### config.mk
export PLATFORM = sky130hd
export DESIGN_NAME = pci_hotplug_ctrl
export DESIGN_NICKNAME = d
export VERILOG_FILES = /design/src/rtl/hp_pkg.sv /design/src/rtl/hp_ctrl_fsm.sv /design/src/rtl/hp_lowbit.sv /design/src/rtl/hp_slot_vectors.sv /design/src/rtl/hp_reg_view.sv /design/src/rtl/pci_hotplug_ctrl.sv
export SDC_FILE = /design/constraint.sdc
export NUM_CORES = 1
export LEC_CHECK = 0
export ABC_AREA = 1
export BUFFER_PORTS_ARGS = -buffer_cell sky130_fd_sc_hd__buf_2
export CAP_MARGIN = 20
export CORE_ASPECT_RATIO = 1.4
export CORE_MARGIN = 1.5
export CORE_UTILIZATION = 26
export CTS_CLUSTER_DIAMETER = 50
export DETAILED_ROUTE_END_ITERATION = 6
export GPL_TIMING_DRIVEN = 0
export SYNTH_ARGS = -nofsm -noshare
export SYNTH_HDL_FRONTEND = slang
export SYNTH_HIERARCHICAL = 1
export SYNTH_SLANG_ARGS = --single-unit
### constraint.sdc
create_clock -name clk -period 6.15 [get_ports clk]
set_input_delay 1.23 -clock clk [delete_from_list [all_inputs] [get_ports clk]]
set_output_delay 1.23 -clock clk [all_outputs]
set_load 0.01 [all_outputs]
### src/rtl/hp_pkg.sv
`timescale 1ns/1ps
package hp_pkg;

    typedef enum logic [1:0] {
        ST_IDLE    = 2'd0,
        ST_DRAIN   = 2'd1,
        ST_REBUILD = 2'd2
    } hp_state_e;

    typedef enum logic [1:0] {
        EV_BOOT   = 2'd0,
        EV_INSERT = 2'd1,
        EV_REMOVE = 2'd2,
        EV_NONE   = 2'd3
    } hp_evt_e;

    // word indices of the register window (byte offset = 4 * index)
    localparam logic [1:0] IDX_UP    = 2'd0;
    localparam logic [1:0] IDX_DOWN  = 2'd1;
    localparam logic [1:0] IDX_EJECT = 2'd2;
    localparam logic [1:0] IDX_RMV   = 2'd3;

endpackage

### src/rtl/hp_ctrl_fsm.sv
`timescale 1ns/1ps
module hp_ctrl_fsm
    import hp_pkg::*;
(
    input  logic clk,
    input  logic rst_n,
    input  logic soft_rst,
    input  logic pend_any,
    output logic busy,
    output logic accept,
    output logic drain_en,
    output logic rebuild_en
);

    hp_state_e state_q;
    hp_state_e state_d;

    // state register: the hard reset enters the drain sequence
    always_ff @(posedge clk or negedge rst_n) begin
        if (!rst_n) begin
            state_q <= ST_DRAIN;
        end else begin
            state_q <= state_d;
        end
    end

    // next-state logic
    always_comb begin
        state_d = state_q;
        unique case (state_q)
            ST_IDLE:    state_d = soft_rst ? ST_DRAIN : ST_IDLE;
            ST_DRAIN:   state_d = pend_any ? ST_DRAIN : ST_REBUILD;
            ST_REBUILD: state_d = ST_IDLE;
            default:    state_d = ST_IDLE;
        endcase
    end

    // outputs decoded from the current state
    always_comb begin
        busy       = 1'b1;
        accept     = 1'b0;
        drain_en   = 1'b0;
        rebuild_en = 1'b0;
        unique case (state_q)
            ST_IDLE: begin
                busy   = 1'b0;
                accept = 1'b1;
            end
            ST_DRAIN: begin
                drain_en = 1'b1;
            end
            ST_REBUILD: begin
                rebuild_en = 1'b1;
            end
            default: begin
                busy = 1'b1;
            end
        endcase
    end

endmodule

### src/rtl/hp_lowbit.sv
`timescale 1ns/1ps
module hp_lowbit #(
    parameter int W = 32
) (
    input  logic [W-1:0] vec_in,
    output logic [W-1:0] onehot
);

    localparam logic [W-1:0] ONE = {{(W-1){1'b0}}, 1'b1};

    // two's complement isolates the least significant set bit
    assign onehot = vec_in & (~vec_in + ONE);

endmodule

### src/rtl/hp_slot_vectors.sv
`timescale 1ns/1ps
module hp_slot_vectors #(
    parameter int NUM_SLOTS = 32
) (
    input  logic                 clk,
    input  logic                 rst_n,
    input  logic                 rebuild_en,
    input  logic [NUM_SLOTS-1:0] clr_mask,
    input  logic [NUM_SLOTS-1:0] set_pres,
    input  logic [NUM_SLOTS-1:0] set_pend,
    input  logic [NUM_SLOTS-1:0] fixed_slots,
    input  logic [NUM_SLOTS-1:0] occupied,
    output logic [NUM_SLOTS-1:0] present,
    output logic [NUM_SLOTS-1:0] capable,
    output logic [NUM_SLOTS-1:0] pending
);

    logic [NUM_SLOTS-1:0] pres_d;
    logic [NUM_SLOTS-1:0] cap_d;
    logic [NUM_SLOTS-1:0] pend_d;

    // per-slot next state: clear first, then set; rebuild overrides both
    for (genvar i = 0; i < NUM_SLOTS; i++) begin : g_slot
        assign pres_d[i] = rebuild_en ? occupied[i]
                         : ((present[i] & ~(clr_mask[i] & ~fixed_slots[i])) | set_pres[i]);
        assign pend_d[i] = rebuild_en ? 1'b0
                         : ((pending[i] & ~clr_mask[i]) | set_pend[i]);
        assign cap_d[i]  = rebuild_en ? ~fixed_slots[i] : capable[i];
    end

    always_ff @(posedge clk or negedge rst_n) begin
        if (!rst_n) begin
            present <= '0;
            capable <= '0;
            pending <= '0;
        end else begin
            present <= pres_d;
            capable <= cap_d;
            pending <= pend_d;
        end
    end

endmodule

### src/rtl/hp_reg_view.sv
`timescale 1ns/1ps
module hp_reg_view
    import hp_pkg::*;
#(
    parameter int NUM_SLOTS = 32,
    parameter int REG_W     = 32
) (
    input  logic [1:0]           reg_idx,
    input  logic [NUM_SLOTS-1:0] present,
    input  logic [NUM_SLOTS-1:0] capable,
    input  logic [NUM_SLOTS-1:0] pending,
    output logic [REG_W-1:0]     rd_data
);

    logic [NUM_SLOTS-1:0] sel;

    always_comb begin
        sel = '0;
        unique case (reg_idx)
            IDX_UP:    sel = present & capable;
            IDX_DOWN:  sel = pending;
            IDX_EJECT: sel = '0;
            IDX_RMV:   sel = capable;
            default:   sel = '0;
        endcase
    end

    always_comb begin
        rd_data                = '0;
        rd_data[NUM_SLOTS-1:0] = sel;
    end

endmodule

### src/rtl/pci_hotplug_ctrl.sv
`timescale 1ns/1ps
module pci_hotplug_ctrl
    import hp_pkg::*;
#(
    parameter int NUM_SLOTS = 32,
    parameter int REG_W     = 32,
    parameter int STS_W     = 8,
    parameter int STS_BIT   = 1,
    parameter int SLOT_W    = $clog2(NUM_SLOTS)
) (
    input  logic                 clk,
    input  logic                 rst_n,
    input  logic                 soft_rst,
    input  logic                 evt_valid,
    input  logic [1:0]           evt_kind,
    input  logic [SLOT_W-1:0]    evt_slot,
    input  logic [NUM_SLOTS-1:0] fixed_slots,
    input  logic [NUM_SLOTS-1:0] occupied,
    input  logic [1:0]           reg_idx,
    input  logic                 wr_en,
    input  logic [REG_W-1:0]     wr_data,
    output logic [REG_W-1:0]     rd_data,
    output logic [STS_W-1:0]     sts_set,
    output logic                 busy
);

    localparam logic [STS_W-1:0] STS_MASK = STS_W'(1) << STS_BIT;

    logic                 accept;
    logic                 drain_en;
    logic                 rebuild_en;
    logic                 eject_ok;
    logic                 ev_go;
    hp_evt_e              kind;
    logic [NUM_SLOTS-1:0] present;
    logic [NUM_SLOTS-1:0] capable;
    logic [NUM_SLOTS-1:0] pending;
    logic [NUM_SLOTS-1:0] lb_src;
    logic [NUM_SLOTS-1:0] clr_mask;
    logic [NUM_SLOTS-1:0] slot_oh;
    logic [NUM_SLOTS-1:0] set_pres;
    logic [NUM_SLOTS-1:0] set_pend;

    hp_ctrl_fsm u_fsm (
        .clk        (clk),
        .rst_n      (rst_n),
        .soft_rst   (soft_rst),
        .pend_any   (|pending),
        .busy       (busy),
        .accept     (accept),
        .drain_en   (drain_en),
        .rebuild_en (rebuild_en)
    );

    assign kind     = hp_evt_e'(evt_kind);
    assign eject_ok = accept & wr_en & (reg_idx == IDX_EJECT);
    assign ev_go    = accept & evt_valid;

    // one lowest-bit finder serves both the drain walk and the eject word
    always_comb begin
        if (drain_en) begin
            lb_src = pending;
        end else if (eject_ok) begin
            lb_src = wr_data[NUM_SLOTS-1:0];
        end else begin
            lb_src = '0;
        end
    end

    hp_lowbit #(.W(NUM_SLOTS)) u_lowbit (
        .vec_in (lb_src),
        .onehot (clr_mask)
    );

    always_comb begin
        slot_oh           = '0;
        slot_oh[evt_slot] = 1'b1;
    end

    always_comb begin
        set_pres = '0;
        set_pend = '0;
        if (ev_go) begin
            unique case (kind)
                EV_BOOT, EV_INSERT: set_pres = slot_oh;
                EV_REMOVE:          set_pend = slot_oh;
                default:            set_pres = '0;
            endcase
        end
    end

    hp_slot_vectors #(.NUM_SLOTS(NUM_SLOTS)) u_vec (
        .clk         (clk),
        .rst_n       (rst_n),
        .rebuild_en  (rebuild_en),
        .clr_mask    (clr_mask),
        .set_pres    (set_pres),
        .set_pend    (set_pend),
        .fixed_slots (fixed_slots),
        .occupied    (occupied),
        .present     (present),
        .capable     (capable),
        .pending     (pending)
    );

    hp_reg_view #(.NUM_SLOTS(NUM_SLOTS), .REG_W(REG_W)) u_view (
        .reg_idx (reg_idx),
        .present (present),
        .capable (capable),
        .pending (pending),
        .rd_data (rd_data)
    );

    // status pulse for hot events only
    always_ff @(posedge clk or negedge rst_n) begin
        if (!rst_n) begin
            sts_set <= '0;
        end else if (ev_go && (kind == EV_INSERT || kind == EV_REMOVE)) begin
            sts_set <= STS_MASK;
        end else begin
            sts_set <= '0;
        end
    end

endmodule

==> impl_metrics.env, run 1 <==
export IMPL_powerDensity_nw_per_um2=330
export IMPL_hold_end="u_fsm/state_q[1]$_DFF_PN0_"
export IMPL_drive_gt1_frac=0.243
export IMPL_start_util=0.266
export IMPL_yosysTopAreaCell="dfrtp_1"
export IMPL_cp_common_cell="buf_2"
export IMPL_grt_max_degree=54
export IMPL_ys_seq_area_frac=0.336
export IMPL_cts_sinks=99
export IMPL_use_met3=0.0284
export IMPL_syn_area_sq_um=7390
export IMPL_areaGrowthSynthToFinish_pct=20.7
export IMPL_ant_nets=0
export IMPL_tightest_slew_ns=1.18
export IMPL_hp_class="flip-flop to flip-flop"
export IMPL_finClkSkew_ns=0.00751
export IMPL_grtUsageTotal=0.198
export IMPL_port_buffers=143
export IMPL_wl_per_cell_um=17.5
export IMPL_hpwl_um=23000
export IMPL_die_width_um=145
export IMPL_clockBufferDepth=2
export IMPL_cts_setup_buffers=0
export IMPL_slew_violations=0
export IMPL_gr_usage_met1=0.230
export IMPL_tritoncts="built"
export IMPL_yosys_warnings=6
export IMPL_viasPerCell=4.60
export IMPL_h_tree_depth=3
export IMPL_post_route_min_period_ns=3.53
export IMPL_ir_drop_mv=0.161
export IMPL_clock_latency_ns=0.36
export IMPL_yosysMostFrequentCell="nand2_1"
export IMPL_cp_max_fo=10
export IMPL_grt_pass1_vias=7694
export IMPL_hp_start="u_fsm/state_q[1]$_DFF_PN0_"
export IMPL_fillers=3178
export IMPL_maxCapViolCount=0
export IMPL_path_clk_slew_ns=0.07
export IMPL_synthArstFlopShare=1.00
export IMPL_hold_violations=0
export IMPL_cts_hold_buf=0
export IMPL_synth_top_area_frac=0.332
export IMPL_synthCells=1117
export IMPL_end_kind="primary output"
export IMPL_synth_ff_type="dfrtp_1"
export IMPL_dieArea_sq_um=29400
export IMPL_place_congestion=0.955
export IMPL_post_route_period_util=0.574
export IMPL_layout_nets=1391
export IMPL_drc_errors=0
export IMPL_numCtsBuffers=9
export IMPL_cp_cell_sequence="buf_2, buf_6, nor2_4, buf_2, nand2_1, nand3_2, buf_2"
export IMPL_status="complete, no violations"
export IMPL_setup_tns_ns=0
export IMPL_max_freq_mhz=283
export IMPL_core_area_sq_um=27700
export IMPL_finalWirelength_um=29000
export IMPL_use_met2=0.358
export IMPL_relSlewSlack=0.212
export IMPL_rows=72
export IMPL_max_stage_delay_ns=0.34
export IMPL_dieHeight_um=202
export IMPL_io_pins=151
export IMPL_grt_first_pass_wirelength_um=43700
export IMPL_synth_edf_count=0
export IMPL_rsz0062_at_grt="no"
export IMPL_rr_worst_depth=13
export IMPL_ys_types=31
export IMPL_ys_seq_elements=99
export IMPL_yosys_top_cells_count="nand2_1, nor2_1, inv_1"
export IMPL_antenna_found_initial=3
export IMPL_critical_path_class="primary input to primary output"
export IMPL_r2r_start="u_fsm/state_q[1]$_DFF_PN0_"
export IMPL_cp_slowest_cell="buf_2"
export IMPL_leakagePower_nw=4.65
export IMPL_grt_busiest_layer="met2"
export IMPL_avgSynthCellArea_sq_um=6.61
export IMPL_r2r_slack_ns=3.24
export IMPL_num_vias=7603
export IMPL_arrival_ns=2.30
export IMPL_grt_overflow=0
export IMPL_total_power_mw=2.94
export IMPL_timing_rr_end="u_vec/pending[28]$_DFF_PN0_"
export IMPL_start_kind="primary input"
export IMPL_yosys_top_cells_area="dfrtp_1, nand2_1, nor2_1"
export IMPL_firstDrtPassIters=5
export IMPL_cts_root_buf="clkbuf_16"
export IMPL_cts_resized_gates=0
export IMPL_drt_iter0_markers=580
export IMPL_setup_viol=0
export IMPL_min_path_cells=1
export IMPL_cp_required_ns=4.92
placed cells by master (no fill, tap or decap), drive strengths merged, types with 2 or more instances in the layout:
master / count
nand2: 262
nor2: 248
buf: 197
inv: 159
nand3: 145
dfrtp: 98
a21oi: 64
o21ai: 57
clkbuf: 18
nor3: 14
conb: 7
nand4: 3
ha: 3
diode: 2
nor3b: 2
stage by stage:
| step | cell area (sq um) | utilization | hold slack [ns] | setup WS (ns) | instances |
|---|---|---|---|---|---|
| finish | 8920 | 0.321 | 0.512 | 2.62 | 1654 |
| global route | 8920 | 0.321 | 0.528 | 2.56 | 1654 |
| CTS | 8910 | 0.321 | 0.505 | 2.62 | 1652 |
| detailed placement | 8620 | 0.311 | 0.498 | 2.62 | 1637 |
| global placement | 8590 | 0.310 | 0.483 | 2.60 | 1636 |
| floorplan | 7410 | - | 0.472 | 3.12 | 1123 |
area by class of cell:
type / instances / area [sq um] / area share
repair buffers: 144 / 746 / 0.0836
flip-flops and latches: 99 / 2480 / 0.278
clock buffers: 13 / 260 / 0.0292
plain buffers: 58 / 468 / 0.0525
diodes: 2 / 5.00 / 0.000561
inverters: 159 / 597 / 0.0669
well taps: 370 / 463 / 0.0519
multi-input cells: 807 / 3870 / 0.434
clock inverters: 2 / 35.0 / 0.00393
state kept, by name, indices dropped and copies added, names as in the netlist:
register       count
u_vec/present     32
u_fsm/state_q      2
u_vec/pending     32
sts_set            1
u_vec/capable     32
layer usage:
layer | part of all wire | vias up
li1 | - | 3765
met1 | 0.40 | 3537
met4 | 0.038 | 2
met3 | 0.050 | 61
met2 | 0.51 | 238
met5 | 0.00045 | -
where the power goes:
group	leakage, nW	internal, mW	total [mW]	switching, mW
sequential	1.23	0.880	1.03	0.154
combinational	3.27	0.474	1.32	0.845
clock	0.146	0.336	0.590	0.254
total	4.65	1.69	2.94	1.25
cells by family after synthesis:
group	after synthesis	share of synthesized area
and+or+nand+nor	676	0.424
buffers and inverters	217	0.144
AOI/OAI and AO/OA	121	0.0911
DFF	99	0.336
adders and majority gates	3	0.00508
other	1	0.000508
how the worst max path moves through the flow:
stage               start                    to  slack (ns)  depth (start not counted)
3_3_place_gp        rst_n  sts_set[1]$_DFF_PN0_        2.60                          1
6_report       reg_idx[1]           rd_data[23]        2.62                          7
2_1_floorplan  reg_idx[1]           rd_data[29]        3.12                          5
5_1_grt        reg_idx[1]           rd_data[25]        2.56                          7
4_1_cts        reg_idx[1]           rd_data[25]        2.62                          7
3_5_place_dp   reg_idx[1]           rd_data[25]        2.62                          7
worst max-delay path: cells and delay by family:
kind | cells | cell delay (ns)
and+or+nand+nor | 3 | 0.34
buffers and inverters | 4 | 0.71
Note: power is estimated with default switching activity, not from simulation.
==> run 2: changes to the inputs <==
clock period = 3 ns   (was 6.15 ns; I/O delays follow)
==> impl_metrics.env, run 2 (same netlist as run 1, synthesis figures left out) <==
export IMPL_use_met2=0.358
export IMPL_hp_class="primary input to async pin"
export IMPL_num_vias=7688
export IMPL_internal_power_mw=3.48
export IMPL_mostFrequentLayoutCells="nand2_1, nor2_1, buf_2"
export IMPL_path_clk_slew_ns=0.07
export IMPL_cp_cell_sequence="inv_1, nor2_1, buf_4, inv_1, buf_2, buf_4, nand3_1, nand2_1, nor2_4, nand2_2, nor2_4, nand3_2, nor2_1, inv_1, a21oi_1, nor2_1"
export IMPL_finClkSkew_ns=0.00698
export IMPL_pwr_share_clk=0.199
export IMPL_drt_iter0_markers=632
export IMPL_dpl_cell_area_sq_um=8620
export IMPL_antenna_found_initial=3
export IMPL_firstDrtPassIters=5
export IMPL_gr_usage_met1=0.230
export IMPL_critPathBufInv=6
export IMPL_pre_cts_ws_ns=0.112
export IMPL_post_route_min_period_ns=2.81
export IMPL_post_route_period_util=0.936
export IMPL_cts_hold_buf=0
export IMPL_p_sw_mw=2.61
export IMPL_setup_viol=0
export IMPL_leakagePower_nw=4.66
export IMPL_layout_commonest_cell="nand2_1"
export IMPL_setup_ws_ns=0.191
export IMPL_port_buffers=143
export IMPL_cp_max_fo=10
export IMPL_grt_overflow=0
export IMPL_power_frac_comb=0.453
export IMPL_start_util=0.266
export IMPL_hold_violations=0
export IMPL_design_area_sq_um=9000
export IMPL_h_tree_depth=3
export IMPL_core_area_sq_um=27700
export IMPL_grt_max_degree=54
export IMPL_total_power_mw=6.08
export IMPL_tightest_slew_ns=1.19
export IMPL_dieArea_sq_um=29400
export IMPL_tritoncts="built"
export IMPL_wl_per_cell_um=17.5
export IMPL_die_width_um=145
export IMPL_cts_root_buf="clkbuf_16"
export IMPL_max_stage_delay_ns=0.56
export IMPL_grtUsageTotal=0.198
export IMPL_start_kind="flip-flop"
export IMPL_layout_nets=1393
export IMPL_cp_slowest_cell="dfstp_2"
export IMPL_finalWirelength_um=29100
export IMPL_cts_sinks=99
export IMPL_rsz0062_at_grt="yes"
export IMPL_ir_drop_mv=0.340
export IMPL_status="complete, no violations"
export IMPL_use_met3=0.0284
export IMPL_numCtsBuffers=9
export IMPL_max_freq_mhz=356
export IMPL_clockBufferDepth=2
export IMPL_crit_family="simple AND/OR/NAND/NOR gates"
export IMPL_powerDensity_nw_per_um2=676
export IMPL_areaGrowthSynthToFinish_pct=21.8
export IMPL_sw_frac_of_total=0.428
export IMPL_rows=72
export IMPL_cp_required_ns=3.24
export IMPL_grt_first_pass_wirelength_um=43700
export IMPL_top_regs="u_vec/capable x32, u_vec/pending x32, u_vec/present x32"
export IMPL_end_kind="flip-flop"
export IMPL_grt_pass1_vias=7694
export IMPL_power_frac_seq=0.349
export IMPL_ant_nets=0
export IMPL_dieHeight_um=202
export IMPL_io_pins=151
export IMPL_r2r_start="u_fsm/state_q[0]$_DFF_PN1_"
export IMPL_place_congestion=0.955
export IMPL_arrival_ns=3.05
export IMPL_relSlewSlack=0.202
export IMPL_slew_violations=0
export IMPL_viasPerCell=4.64
export IMPL_clock_latency_ns=0.36
export IMPL_maxCapViolCount=0
export IMPL_hpwl_um=23000
export IMPL_startpoint="u_fsm/state_q[0]$_DFF_PN1_"
export IMPL_grt_busiest_layer="met2"
export IMPL_drc_errors=0
export IMPL_critical_path_class="flip-flop to flip-flop"
export IMPL_drive_gt1_frac=0.261
## run 2: cell count changes in the layout (fill, tap and decap cells not counted), sizes merged
| cell | delta |
|---|---|
| buf | +2 |
## run 2: worst reg2reg max path, cell delays in order, from the launching register on
cell and delay (ns):
dfstp_2 0.56, inv_1 0.06, nor2_1 0.08, buf_4 0.17
inv_1 0.08, buf_2 0.20, buf_4 0.21, nand3_1 0.09
nand2_1 0.13, nor2_4 0.17, nand2_2 0.11, nor2_4 0.17
nand3_2 0.16, nor2_1 0.26, inv_1 0.07, a21oi_1 0.12
nor2_1 0.05
## run 2: worst paths after layout
path                                                 end  slack (ns)  cells after the start
setup / recovery             u_vec/pending[13]$_DFF_PN0_        0.19                     16
hold / removal             u_vec/capable[12]$_DFFE_PN0P_        0.27                      1
setup reg to reg             u_vec/pending[13]$_DFF_PN0_        0.19                     16
hold reg to reg               u_fsm/state_q[1]$_DFF_PN0_        0.51                      1
max in group asynchronous  u_vec/capable[28]$_DFFE_PN0P_        2.02                      2
min in group clk            u_vec/capable[7]$_DFFE_PN0P_        0.42                      2
## run 2: repair_timing
action                                 4_1_cts  5_1_grt
gates resized for setup                      0       24
setup endpoints to repair                    0       27
endpoints found under the hold margin        0        0
buffers inserted                             0        2
## run 2: metrics by stage
step / hold WS, ns / TNS (ns) / utilization / std cells
after floorplan: 0.304 / 0 / - / 1123
after global placement: 0.483 / 0 / 0.310 / 1636
after detailed placement: 0.498 / 0 / 0.311 / 1637
after CTS: 0.294 / 0 / 0.321 / 1652
after global routing: 0.311 / -0.0769 / 0.324 / 1656
final: 0.267 / 0 / 0.324 / 1656
## run 2: layout make-up
type                            count  area (sq um)
Multi-Input combinational cell    807          3930
Sequential cell                    99          2480
Fill cell                        3173         18700
Buffer                             58           468
Timing Repair Buffer              146           761
Clock inverter                      2          35.0
Tap cell                          370           463
Clock buffer                       13           260
Antenna cell                        2          5.00
Inverter                          159           597
## run 2: routing by layer
layer	vias up	part of all wire
met5	-	0.00045
met2	261	0.51
met1	3595	0.40
met4	2	0.038
met3	55	0.053
li1	3775	-
## run 2: power groups by stage
| stage | clock [mW] | sequential (mW) | combinational (mW) |
|---|---|---|---|
| after floorplan | 0 | 2.06 | 1.84 |
| after global placement | 0 | 2.12 | 2.66 |
| after detailed placement | 0 | 2.14 | 2.71 |
| after CTS | 1.24 | 2.12 | 2.72 |
| after global routing | 1.29 | 2.19 | 3.07 |
| final | 1.21 | 2.12 | 2.75 |
==> run 3: changes to the inputs <==
ABC_AREA = 0   (was 1)
CORE_UTILIZATION = 35   (was 26)
==> impl_metrics.env, run 3 <==
export IMPL_rows=59
export IMPL_dpl_cell_area_sq_um=7820
export IMPL_maxCapViolCount=0
export IMPL_grt_overflow=0
export IMPL_h_tree_depth=3
export IMPL_avgSynthCellArea_sq_um=9.26
export IMPL_clockBufferDepth=2
export IMPL_cp_cell_sequence="nor2_2, nand4b_1, nor2_4, buf_6, a22o_1, or4_4, or4_4, buf_4, nor4b_4, nor2b_1, o21ai_0"
export IMPL_fillers=1850
export IMPL_violations="negative setup slack"
export IMPL_dieHeight_um=166
export IMPL_yosys_top_cells_area="dfrtp_1, mux2i_1, mux2_4"
export IMPL_cts_sinks=99
export IMPL_layout_commonest_cell="buf_2"
export IMPL_cts_hold_buf=0
export IMPL_setup_ws_ns=-0.145
export IMPL_power_frac_comb=0.438
export IMPL_drive_gt1_frac=0.305
export IMPL_cts_root_buf="clkbuf_16"
export IMPL_numCtsBuffers=9
export IMPL_end_kind="flip-flop"
export IMPL_pre_cts_ws_ns=-0.395
export IMPL_ir_drop_mv=0.357
export IMPL_ys_seq_area_frac=0.371
export IMPL_yosys_top_cells_count="dfrtp_1, nor2_1, inv_1"
export IMPL_die_width_um=120
export IMPL_top_regs="u_vec/capable x32, u_vec/pending x32, u_vec/present x32"
export IMPL_status="finished with violations"
export IMPL_dieArea_sq_um=19900
export IMPL_grt_first_pass_wirelength_um=34200
export IMPL_areaGrowthSynthToFinish_pct=26.0
export IMPL_slew_violations=0
export IMPL_num_vias=5841
export IMPL_finClkSkew_ns=0.00606
export IMPL_cp_slowest_cell="or4_4"
export IMPL_design_area_sq_um=8410
export IMPL_pwr_share_clk=0.199
export IMPL_port_buffers=140
export IMPL_start_util=0.358
export IMPL_drc_errors=0
export IMPL_ys_seq_elements=99
export IMPL_layout_nets=999
export IMPL_grtUsageTotal=0.231
export IMPL_ys_types=42
export IMPL_final_util=0.450
export IMPL_clock_latency_ns=0.35
export IMPL_synthArstFlopShare=1.00
export IMPL_max_stage_delay_ns=0.60
export IMPL_cp_max_fo=5
export IMPL_p_sw_mw=2.23
export IMPL_rsz0062_at_grt="yes"
export IMPL_yosys_warnings=6
export IMPL_start_kind="flip-flop"
export IMPL_synth_top_area_frac=0.367
export IMPL_synth_edf_count=0
export IMPL_core_area_sq_um=18700
export IMPL_startpoint="u_fsm/state_q[0]$_DFF_PN1_"
export IMPL_cp_common_cell="or4_4"
export IMPL_max_freq_mhz=318
export IMPL_tightest_slew_ns=0.738
export IMPL_arrival_ns=3.38
export IMPL_powerDensity_nw_per_um2=703
export IMPL_finalWirelength_um=23100
export IMPL_hp_class="primary input to async pin"
export IMPL_r2r_start="u_fsm/state_q[0]$_DFF_PN1_"
export IMPL_yosysTopAreaCell="dfrtp_1"
export IMPL_drt_iter0_markers=344
export IMPL_wl_per_cell_um=20.3
export IMPL_sw_frac_of_total=0.378
export IMPL_diodes=0
export IMPL_power_frac_seq=0.363
export IMPL_hold_ws_ns=0.270
export IMPL_synth_ff_type="dfrtp_1"
export IMPL_post_route_period_util=1.05
export IMPL_io_pins=151
export IMPL_cp_required_ns=3.24
export IMPL_tritoncts="built"
export IMPL_hold_violations=0
export IMPL_internal_power_mw=3.68
export IMPL_grt_max_degree=56
export IMPL_leakagePower_nw=3.73
export IMPL_rr_worst_depth=11
export IMPL_r2r_slack_ns=-0.14
export IMPL_ant_nets=0
export IMPL_crit_path_end="u_vec/present[18]$_DFF_PN0_"
export IMPL_critical_path_class="flip-flop to flip-flop"
export IMPL_timing_rr_end="u_vec/present[18]$_DFF_PN0_"
export IMPL_relSlewSlack=0.508
export IMPL_path_clk_slew_ns=0.07
export IMPL_syn_area_sq_um=6680
export IMPL_setup_viol=41
export IMPL_yosysMostFrequentCell="dfrtp_1"
export IMPL_mostFrequentLayoutCells="buf_2, dfrtp_1, nor2_1"
export IMPL_antenna_found_initial=0
export IMPL_synthCells=721
export IMPL_firstDrtPassIters=5
export IMPL_grt_pass1_vias=5868
export IMPL_post_route_min_period_ns=3.14
export IMPL_viasPerCell=5.15
export IMPL_place_congestion=0.848
export IMPL_hpwl_um=16600
-- run 3: cell count changes in the layout (fill, tap and decap cells not counted), sizes merged, moves of 37 or more --
cell    before  now
nand2b       0   64
inv        159   73
nor2b        0   37
nor2       248   80
mux2i        0   65
nand2      262   16
nand3      145    5
-- run 3: timing repair --
action,4_1_cts,5_1_grt
gates resized for setup,37,16
endpoints found under the setup margin,42,45
pin swaps,13,7
cloned,2,0
setup buffers,6,0
-- run 3: per-stage QoR --
step | power, mW | cells | setup TNS (ns)
after floorplan | 3.73 | 727 | 0
after global routing | 6.25 | 1135 | -7.14
after detailed placement | 4.48 | 1112 | -12.18
after CTS | 5.89 | 1136 | -5.18
after global placement | 4.43 | 1111 | -12.05
final | 5.91 | 1135 | -3.53
-- run 3: worst max-delay path, delay by kind of cell (launching register included) --
kind	cells	cell delay, ns
AO/OA/AOI/OAI	2	0.27
AND/OR/NAND/NOR	7	1.86
flip-flops	1	0.56
buffers and inverters	2	0.33
-- run 3: cell families after synthesis --
logic type / after synthesis / synth area share
AND/OR/NAND/NOR: 272 / 0.227
buffers and inverters: 122 / 0.0929
AO/OA/AOI/OAI: 128 / 0.138
flip-flops: 99 / 0.371
multiplexers: 96 / 0.165
adder cells (fa/ha/maj): 3 / 0.00562
other: 1 / 0.000562
-- run 3: per-layer routing --
metal | share of wire | vias up | GRT usage
li1 | - | 2815 | -
met1 | 0.40 | 2808 | 0.277
met2 | 0.52 | 180 | 0.410
met3 | 0.044 | 38 | 0.0271
met4 | 0.035 | 0 | 0.105
met5 | 0 | - | 0
-- run 3: final cells by class --
class	count	area (sq um)	area share
multi-input cells	506	3870	0.460
well taps	244	305	0.0363
clock buffers	15	288	0.0342
clock inverters	1	5.00	0.000595
flip-flops and latches	99	2480	0.295
repair buffers	149	808	0.0961
inverters	73	274	0.0326
plain buffers	48	380	0.0452
-- run 3: worst min-delay path by stage --
stage / startpoint / endpoint / slack (ns) / cells after the start
floorplan: rst_n / sts_set[1]$_DFF_PN0_ / 0.30 / 0
global placement: u_fsm/state_q[1]$_DFF_PN0_ / u_fsm/state_q[0]$_DFF_PN1_ / 0.48 / 1
detailed placement: u_fsm/state_q[1]$_DFF_PN0_ / u_fsm/state_q[0]$_DFF_PN1_ / 0.49 / 1
CTS: rst_n / u_vec/present[30]$_DFF_PN0_ / 0.29 / 1
global route: rst_n / u_vec/present[30]$_DFF_PN0_ / 0.32 / 1
finish: rst_n / u_vec/present[30]$_DFF_PN0_ / 0.27 / 1
-- run 3: power groups by stage --
stage | Sequential, mW | Combinational, mW | Clock (mW)
3_5_place_dp | 2.17 | 2.31 | 0
5_1_grt | 2.21 | 2.79 | 1.25
3_3_place_gp | 2.15 | 2.28 | 0
6_report | 2.15 | 2.59 | 1.17
2_1_floorplan | 2.07 | 1.66 | 0
4_1_cts | 2.14 | 2.54 | 1.20
